===== src/rtl/cq_pkg.sv =====
package cq_pkg;
  localparam logic [7:0] OP_WRITE = 8'h04;
  localparam logic [7:0] OP_MASK  = 8'h02;
  localparam logic [7:0] OP_WFE   = 8'h20;
  localparam logic [7:0] OP_EOC   = 8'h40;
  localparam logic [7:0] OP_JUMP  = 8'h10;

  typedef struct packed {
    logic [7:0]  op;
    logic [23:0] arg_a;
    logic [31:0] arg_b;
  } cq_instr_t;

  typedef enum logic [1:0] {ST_IDLE, ST_FETCH, ST_EXEC} cq_state_e;
endpackage


===== src/rtl/cq_imem.sv =====
module cq_imem #(
  parameter int DEPTH = 64,
  parameter int AW    = $clog2(DEPTH)
) (
  input  logic          clk_i,
  input  logic          rst_ni,
  input  logic          wr_en_i,
  input  logic [AW-1:0] wr_addr_i,
  input  logic [63:0]   wr_data_i,
  input  logic          rd_en_i,
  input  logic [AW-1:0] rd_addr_i,
  output logic [63:0]   rd_data_o
);
  logic [63:0] mem_q [DEPTH];
  logic [63:0] rd_q;

  always_ff @(posedge clk_i) begin
    if (wr_en_i) mem_q[wr_addr_i] <= wr_data_i;
  end

  // read word is held while no fetch is issued (stall keeps its instruction)
  always_ff @(posedge clk_i or negedge rst_ni) begin
    if (!rst_ni)      rd_q <= '0;
    else if (rd_en_i) rd_q <= mem_q[rd_addr_i];
  end

  assign rd_data_o = rd_q;
endmodule


===== src/rtl/cq_evt_flags.sv =====
module cq_evt_flags #(
  parameter int NUM_EVT = 128,
  parameter int IW      = $clog2(NUM_EVT)
) (
  input  logic               clk_i,
  input  logic               rst_ni,
  input  logic [NUM_EVT-1:0] set_i,
  input  logic               upd_en_i,
  input  logic [IW-1:0]      upd_idx_i,
  input  logic               upd_val_i,
  input  logic [IW-1:0]      rd_idx_i,
  output logic               rd_o
);
  logic [NUM_EVT-1:0] flags_q;

  for (genvar g = 0; g < NUM_EVT; g++) begin : g_flag
    always_ff @(posedge clk_i or negedge rst_ni) begin
      if (!rst_ni)                                       flags_q[g] <= 1'b0;
      else if (set_i[g])                                 flags_q[g] <= 1'b1;
      else if (upd_en_i && (upd_idx_i == IW'(g)))        flags_q[g] <= upd_val_i;
    end
  end

  assign rd_o = flags_q[rd_idx_i];

  AST_SET_WINS: assert property (@(posedge clk_i) disable iff (!rst_ni)
    (|set_i) |=> ((flags_q & $past(set_i)) == $past(set_i)));

  AST_UPDATE_TAKES: assert property (@(posedge clk_i) disable iff (!rst_ni)
    (upd_en_i && !set_i[upd_idx_i]) |=> (flags_q[$past(upd_idx_i)] == $past(upd_val_i)));
endmodule


===== src/rtl/cq_core.sv =====
module cq_core
  import cq_pkg::*;
#(
  parameter int          DEPTH       = 64,
  parameter int          AW          = $clog2(DEPTH),
  parameter int          EVT_IW      = 7,
  parameter logic [15:0] REGION_BASE = 16'h1400
) (
  input  logic              clk_i,
  input  logic              rst_ni,
  input  logic              start_i,
  output logic              busy_o,
  output logic              irq_o,
  output logic              err_o,
  output logic              rd_en_o,
  output logic [AW-1:0]     rd_addr_o,
  input  logic [63:0]       rd_data_i,
  input  logic              flag_i,
  output logic [EVT_IW-1:0] flag_idx_o,
  output logic              upd_en_o,
  output logic              upd_val_o,
  output logic              wr_valid_o,
  output logic [31:0]       wr_addr_o,
  output logic [31:0]       wr_data_o,
  output logic [31:0]       wr_mask_o
);
  cq_state_e        state_q;
  logic [AW-1:0]    pc_q;
  logic [31:0]      mask_q;
  logic             err_q, irq_q;
  logic             wr_valid_q;
  logic [31:0]      wr_addr_q, wr_data_q, wr_mask_q;

  cq_instr_t        ins;
  logic             wait_en, wait_tgt, upd_en, upd_tgt, stall;
  logic [AW:0]      pc_inc;
  logic             inc_ok;
  logic signed [32:0] tgt_s;
  logic             jmp_ok;
  logic [15:0]      region;
  logic             in_exec;

  always_comb begin
    ins      = cq_instr_t'(rd_data_i);
    in_exec  = (state_q == ST_EXEC);
    wait_en  = ins.arg_b[15];
    wait_tgt = |ins.arg_b[11:0];
    upd_en   = ins.arg_b[31];
    upd_tgt  = |ins.arg_b[27:16];
    stall    = wait_en && (flag_i != wait_tgt);
    pc_inc   = {1'b0, pc_q} + (AW+1)'(1);
    inc_ok   = (32'(pc_inc) < 32'(DEPTH));
    tgt_s    = $signed({{(33-AW){1'b0}}, pc_q}) + $signed({ins.arg_b[31], ins.arg_b});
    jmp_ok   = !tgt_s[32] && (tgt_s[31:0] < 32'(DEPTH));
    region   = REGION_BASE + {8'h00, ins.arg_a[23:16]};
  end

  assign flag_idx_o = ins.arg_a[EVT_IW-1:0];
  assign upd_en_o   = in_exec && (ins.op == OP_WFE) && !stall && upd_en;
  assign upd_val_o  = upd_tgt;
  assign rd_en_o    = (state_q == ST_FETCH);
  assign rd_addr_o  = pc_q;

  always_ff @(posedge clk_i or negedge rst_ni) begin
    if (!rst_ni) begin
      state_q    <= ST_IDLE;
      pc_q       <= '0;
      mask_q     <= '1;
      err_q      <= 1'b0;
      irq_q      <= 1'b0;
      wr_valid_q <= 1'b0;
      wr_addr_q  <= '0;
      wr_data_q  <= '0;
      wr_mask_q  <= '1;
    end else begin
      wr_valid_q <= 1'b0;
      irq_q      <= 1'b0;
      unique case (state_q)
        ST_IDLE: begin
          if (start_i) begin
            pc_q    <= '0;
            err_q   <= 1'b0;
            mask_q  <= '1;
            state_q <= ST_FETCH;
          end
        end
        ST_FETCH: state_q <= ST_EXEC;
        ST_EXEC: begin
          unique case (ins.op)
            OP_WRITE: begin
              wr_valid_q <= 1'b1;
              wr_addr_q  <= {region, ins.arg_a[15:1], 1'b0};
              wr_data_q  <= ins.arg_b;
              wr_mask_q  <= ins.arg_a[0] ? mask_q : '1;
              mask_q     <= '1;
              pc_q       <= pc_inc[AW-1:0];
              state_q    <= inc_ok ? ST_FETCH : ST_IDLE;
            end
            OP_MASK: begin
              mask_q  <= ~ins.arg_b;
              pc_q    <= pc_inc[AW-1:0];
              state_q <= inc_ok ? ST_FETCH : ST_IDLE;
            end
            OP_WFE: begin
              if (!stall) begin
                pc_q    <= pc_inc[AW-1:0];
                state_q <= inc_ok ? ST_FETCH : ST_IDLE;
              end
            end
            OP_EOC: begin
              irq_q   <= ins.arg_b[0];
              pc_q    <= pc_inc[AW-1:0];
              state_q <= inc_ok ? ST_FETCH : ST_IDLE;
            end
            OP_JUMP: begin
              if (jmp_ok) begin
                pc_q    <= tgt_s[AW-1:0];
                state_q <= ST_FETCH;
              end else begin
                state_q <= ST_IDLE;
              end
            end
            default: begin
              err_q   <= 1'b1;
              state_q <= ST_IDLE;
            end
          endcase
        end
        default: state_q <= ST_IDLE;
      endcase
    end
  end

  assign busy_o     = (state_q != ST_IDLE);
  assign irq_o      = irq_q;
  assign err_o      = err_q;
  assign wr_valid_o = wr_valid_q;
  assign wr_addr_o  = wr_addr_q;
  assign wr_data_o  = wr_data_q;
  assign wr_mask_o  = wr_mask_q;

  AST_IRQ_PULSE: assert property (@(posedge clk_i) disable iff (!rst_ni)
    irq_o |=> !irq_o);

  AST_MASK_REARM: assert property (@(posedge clk_i) disable iff (!rst_ni)
    wr_valid_o |-> (mask_q == '1));

  AST_ERR_IDLE: assert property (@(posedge clk_i) disable iff (!rst_ni)
    err_o |-> !busy_o);

  AST_STALL_HOLD: assert property (@(posedge clk_i) disable iff (!rst_ni)
    (in_exec && (ins.op == OP_WFE) && stall) |=> (in_exec && $stable(pc_q) && !wr_valid_o));

  AST_START_IGNORED: assert property (@(posedge clk_i) disable iff (!rst_ni)
    (in_exec && (ins.op == OP_WFE) && stall && start_i) |=> $stable(pc_q));
endmodule


===== src/rtl/cq_exec.sv =====
module cq_exec #(
  parameter int          DEPTH       = 64,
  parameter int          NUM_EVT     = 128,
  parameter logic [15:0] REGION_BASE = 16'h1400,
  localparam int         AW          = $clog2(DEPTH),
  localparam int         EVT_IW      = $clog2(NUM_EVT)
) (
  input  logic               clk_i,
  input  logic               rst_ni,
  input  logic               load_we_i,
  input  logic [AW-1:0]      load_addr_i,
  input  logic [63:0]        load_data_i,
  input  logic               start_i,
  input  logic [NUM_EVT-1:0] evt_set_i,
  output logic               busy_o,
  output logic               irq_o,
  output logic               err_o,
  output logic               wr_valid_o,
  output logic [31:0]        wr_addr_o,
  output logic [31:0]        wr_data_o,
  output logic [31:0]        wr_mask_o
);
  logic              busy;
  logic              rd_en;
  logic [AW-1:0]     rd_addr;
  logic [63:0]       rd_data;
  logic              flag;
  logic [EVT_IW-1:0] flag_idx;
  logic              upd_en, upd_val;

  cq_imem #(.DEPTH(DEPTH), .AW(AW)) i_imem (
    .clk_i     (clk_i),
    .rst_ni    (rst_ni),
    .wr_en_i   (load_we_i && !busy),
    .wr_addr_i (load_addr_i),
    .wr_data_i (load_data_i),
    .rd_en_i   (rd_en),
    .rd_addr_i (rd_addr),
    .rd_data_o (rd_data)
  );

  cq_evt_flags #(.NUM_EVT(NUM_EVT), .IW(EVT_IW)) i_flags (
    .clk_i     (clk_i),
    .rst_ni    (rst_ni),
    .set_i     (evt_set_i),
    .upd_en_i  (upd_en),
    .upd_idx_i (flag_idx),
    .upd_val_i (upd_val),
    .rd_idx_i  (flag_idx),
    .rd_o      (flag)
  );

  cq_core #(.DEPTH(DEPTH), .AW(AW), .EVT_IW(EVT_IW), .REGION_BASE(REGION_BASE)) i_core (
    .clk_i      (clk_i),
    .rst_ni     (rst_ni),
    .start_i    (start_i),
    .busy_o     (busy),
    .irq_o      (irq_o),
    .err_o      (err_o),
    .rd_en_o    (rd_en),
    .rd_addr_o  (rd_addr),
    .rd_data_i  (rd_data),
    .flag_i     (flag),
    .flag_idx_o (flag_idx),
    .upd_en_o   (upd_en),
    .upd_val_o  (upd_val),
    .wr_valid_o (wr_valid_o),
    .wr_addr_o  (wr_addr_o),
    .wr_data_o  (wr_data_o),
    .wr_mask_o  (wr_mask_o)
  );

  assign busy_o = busy;
endmodule


===== config.mk =====
export PLATFORM = sky130hd
export DESIGN_NAME = cq_exec
export DESIGN_NICKNAME = d
export VERILOG_FILES = /design/src/rtl/cq_pkg.sv /design/src/rtl/cq_imem.sv /design/src/rtl/cq_evt_flags.sv /design/src/rtl/cq_core.sv /design/src/rtl/cq_exec.sv
export SDC_FILE = /design/constraint.sdc
export NUM_CORES = 2
export LEC_CHECK = 0
export BUFFER_PORTS_ARGS = -buffer_cell sky130_fd_sc_hd__buf_2
export CORE_MARGIN = 1
export CORE_UTILIZATION = 45
export DETAILED_ROUTE_END_ITERATION = 10
export PLACE_DENSITY = 0.6
export SLEW_MARGIN = 10
export SYNTH_ARGS = -nofsm -noshare
export SYNTH_HDL_FRONTEND = slang
export SYNTH_SLANG_ARGS = --single-unit

===== constraint.sdc =====
create_clock -name clk_i -period 11.6 [get_ports clk_i]
set_input_delay 0.58 -clock clk_i [delete_from_list [all_inputs] [get_ports clk_i]]
set_output_delay 0.58 -clock clk_i [all_outputs]
set_load 0.02 [all_outputs]

==> results.toml <==
[outcome]
status = "finished, final reports clean"

[global_route]
grt_max_degree = 137
antenna_found_initial = 53
grt_pass1_vias = 84900
grt_pass1_wl_mm = 689
use_met2 = 0.419
met3_usage = 0.0485
grt.busiest_layer = "met2"
track_usage = 0.261
grtUsageMet1 = 0.373
grt.overflow.total = 0

[cells_and_area]
final_nets = 8313
fillers = 28900
fin_util = 0.517
final_area_um2 = 194000
final_cell_count_no_fill = 13500
syn_to_final_growth_pct = 14.0
layout-drive-gt1-share = 0.322

[placed_design]
gp_congestion = 0.867
dp_hpwl_mm = 267
post_dp_cell_area_um2 = 179000
io_buffer_count = 294
dp.cells = 12500

[clocking]
cts_root_buffer = "clkbuf_16"
h-tree-depth = 5
cts_sinks = 4419
cts_tree = "yes"
clk_pin_slew_ns = 0.06
clock_latency_ns = 1.01
cts_setup_buffers = 0
cts_buffer_depth = 4
numCtsBuffers = 444

[route]
wl_per_cell_um = 37.2
drt_iter0_markers = 12100
viasPerCell = 6.38
vias = 86100
antenna_left = 0
dr.pass1.iters = 5
wl_mm = 502
drcViolationCount = 0

[floorplan]
ios = 302
start_util = 0.453
core_um2 = 376000
dieArea_um2 = 381000
rows = 225
die_x_um = 618
dieHeight_um = 618

[yosys]
synth-async-reset-ratio = 0.0731
yosysSeqAreaShare = 0.769
postSynthAreaPerCell_um2 = 23.0
yosys_register_bits = 4419
syn_area_um2 = 171000
synth_edf_count = 4096
ys_types = 73
synth_warnings = 0
synth_ff_type = "edfxtp_1"
postSynthCellCount = 7430

[power_and_ir_drop]
finalPower_mw = 35.4
p_leak_nw = 60.3
power.density_nw_per_um2 = 182
vdd_drop_max_uv = 165

[setup_path]
critPathCaptureType = "flop"
cp_data_required_time_ns = 12.18
worstPathArrival_ns = 6.24
reg2regPathDepth = 7
setup.worst_path.start_class = "flop"
worstPathMaxFanout = 26
critical_path_class = "reg2reg"

[run]
drv_cap = 0

[sta]
post-route-min-period_ns = 5.66
skew_ns = 0.0722
maxSlewHeadroom = 0.141
slew_viol_final = 0
hold_viol = 0
fin_tns_setup_ns = 0
rsz0062_at_grt = "false"
max_slew.worst_pin.slew_ns = 1.29
max_freq_mhz = 177
setup_violations = 0
finalCritPeriodShare = 0.488

[min_path]
whs_path_depth = 1
hp-class = "in2reg"
## placed cells by master (no fill, tap or decap), types with 130 or more instances in the layout
cell type,count
a21oi_1,176
nor2_1,234
mux4_2,1366
buf_4,204
clkbuf_16,447
dlygate4sd3_1,130
nand2_1,202
dfrtp_1,250
buf_2,293
edfxtp_1,4096
## critical path, stage by stage (launching register included)
cell and delay (ns):
dfrtp_1 0.48, nor2_1 0.93, nand2_1 0.12, nor2_1 0.25, nand3_1 0.68, nor2_4 1.09
buf_4 0.85, buf_4 0.74
## what timing repair did
item                      4_1_cts  5_1_grt
hold endpoints to repair      213        0
hold buffers                  130        0
gates resized for setup         0        0
## per-layer routing
metal | routed length (µm) | up-vias
met5 | 60 | -
met4 | 14600 | 10
met3 | 49200 | 839
met2 | 241000 | 4932
met1 | 198000 | 47500
li1 | - | 32800
## cells in the mapped netlist (4+ instances only)
| master | instances | share of area |
|---|---|---|
| mux2_2 | 59 | 0.0039 |
| clkbuf_1 | 270 | 0.0059 |
| nand2b_1 | 12 | 0.00044 |
| edfxtp_1 | 4096 | 0.72 |
| nand4_1 | 10 | 0.00037 |
| nor4_1 | 6 | 0.00022 |
| nor3b_1 | 5 | 0.00022 |
| a31oi_1 | 36 | 0.0013 |
| a22oi_1 | 4 | 0.00018 |
| nand3b_1 | 4 | 0.00018 |
| buf_2 | 7 | 0.00021 |
| a21oi_1 | 176 | 0.0052 |
| nor2_1 | 298 | 0.0066 |
| a211oi_1 | 11 | 0.00048 |
| or3_1 | 7 | 0.00026 |
| dfstp_2 | 64 | 0.0099 |
| nand3_1 | 31 | 0.00091 |
| o21ai_0 | 25 | 0.00073 |
| nand2_1 | 202 | 0.0044 |
| buf_1 | 98 | 0.0022 |
| buf_4 | 22 | 0.00097 |
| a211o_1 | 4 | 0.00021 |
| nor3_1 | 21 | 0.00062 |
| and3_1 | 7 | 0.00026 |
| clkbuf_2 | 9 | 0.00026 |
| inv_1 | 48 | 0.0011 |
| o31ai_1 | 4 | 0.00018 |
| mux4_2 | 1366 | 0.18 |
| nor2b_1 | 12 | 0.00044 |
| ha_1 | 7 | 0.00051 |
| nand2_2 | 8 | 0.00029 |
| xnor2_1 | 11 | 0.00056 |
| and4_1 | 11 | 0.00056 |
| dfrtp_1 | 259 | 0.038 |
| mux2i_1 | 23 | 0.0013 |
| o21bai_1 | 129 | 0.0057 |
| buf_6 | 9 | 0.00059 |
## power breakdown
group / switching, mW / leakage [nW] / internal (mW)
clock network: 6.12 / 6.98 / 8.05
registers: 0.470 / 40.3 / 17.7
logic: 1.80 / 13.0 / 1.21
## stage by stage
step | worst slack, ns | hold WS [ns]
after floorplan | 7.01 | 0.284
after global placement | 5.97 | 0.447
after detailed placement | 5.95 | 0.455
after global routing | 5.61 | 0.0450
after CTS | 5.89 | 0.180
final | 5.94 | 0.0628
## flip-flops by register name, indices dropped and copies added, names as in the netlist
| name | count |
|---|---|
| i_core.wr_mask_o | 32 |
| i_flags.flags_q | 128 |
| i_core.rd_addr_o | 6 |
| i_core.mask_q | 32 |
| i_imem.mem_q | 4096 |
| i_core.irq_o | 1 |
| i_core.wr_valid_o | 1 |
| i_imem.rd_data_o | 64 |
| i_core.wr_addr_o | 24 |
| i_core.err_o | 1 |
| i_core.wr_data_o | 32 |
| i_core.state_q | 2 |
## path summary, 6_finish.rpt
kind | start | endpoint | slack (ns)
setup reg to reg | i_core.state_q[1]$_DFFE_PN0P_ | i_imem.mem_q[6][31]$_DFFE_PP_ | 5.94
setup / recovery | i_core.state_q[1]$_DFFE_PN0P_ | i_imem.mem_q[6][31]$_DFFE_PP_ | 5.94
hold reg to reg | i_core.wr_data_o[31]$_DFFE_PN0P_ | i_core.wr_data_o[31]$_DFFE_PN0P_ | 0.46
min in group asynchronous | rst_ni | i_flags.flags_q[102]$_DFFE_PN0P_ | 0.18
hold / removal | load_data_i[23] | i_imem.mem_q[51][23]$_DFFE_PP_ | 0.06
max in group asynchronous | rst_ni | i_core.wr_data_o[4]$_DFFE_PN0P_ | 8.98
## final cells by class
cell class                 instances  area, µm²  area share
sequential                      4419     131000       0.675
multi-input combinational       2553      38000       0.195
clock buffer                     572      11900      0.0613
tap                             4994       6250      0.0321
timing repair buffer             637       4490      0.0231
clock inverter                   251       2350      0.0121
inverter                          48        180    0.000927
antenna                           20       50.0    0.000257
## logic make-up (layout without fill, tap and decap cells)
kind of cell / after synthesis / in the layout / synth area share
DFF: 4419 / 4419 / 0.769
muxes: 1448 / 1448 / 0.186
and+or+nand+nor: 652 / 652 / 0.0166
buffers and inverters: 464 / 1508 / 0.0113
AOI/OAI and AO/OA: 426 / 426 / 0.0161
xor gates and xnor gates: 12 / 12 / 0.000616
adders and majority gates: 8 / 8 / 0.000631
other: 1 / 27 / 0.0000220
Note: power is estimated with default switching activity, not from simulation.
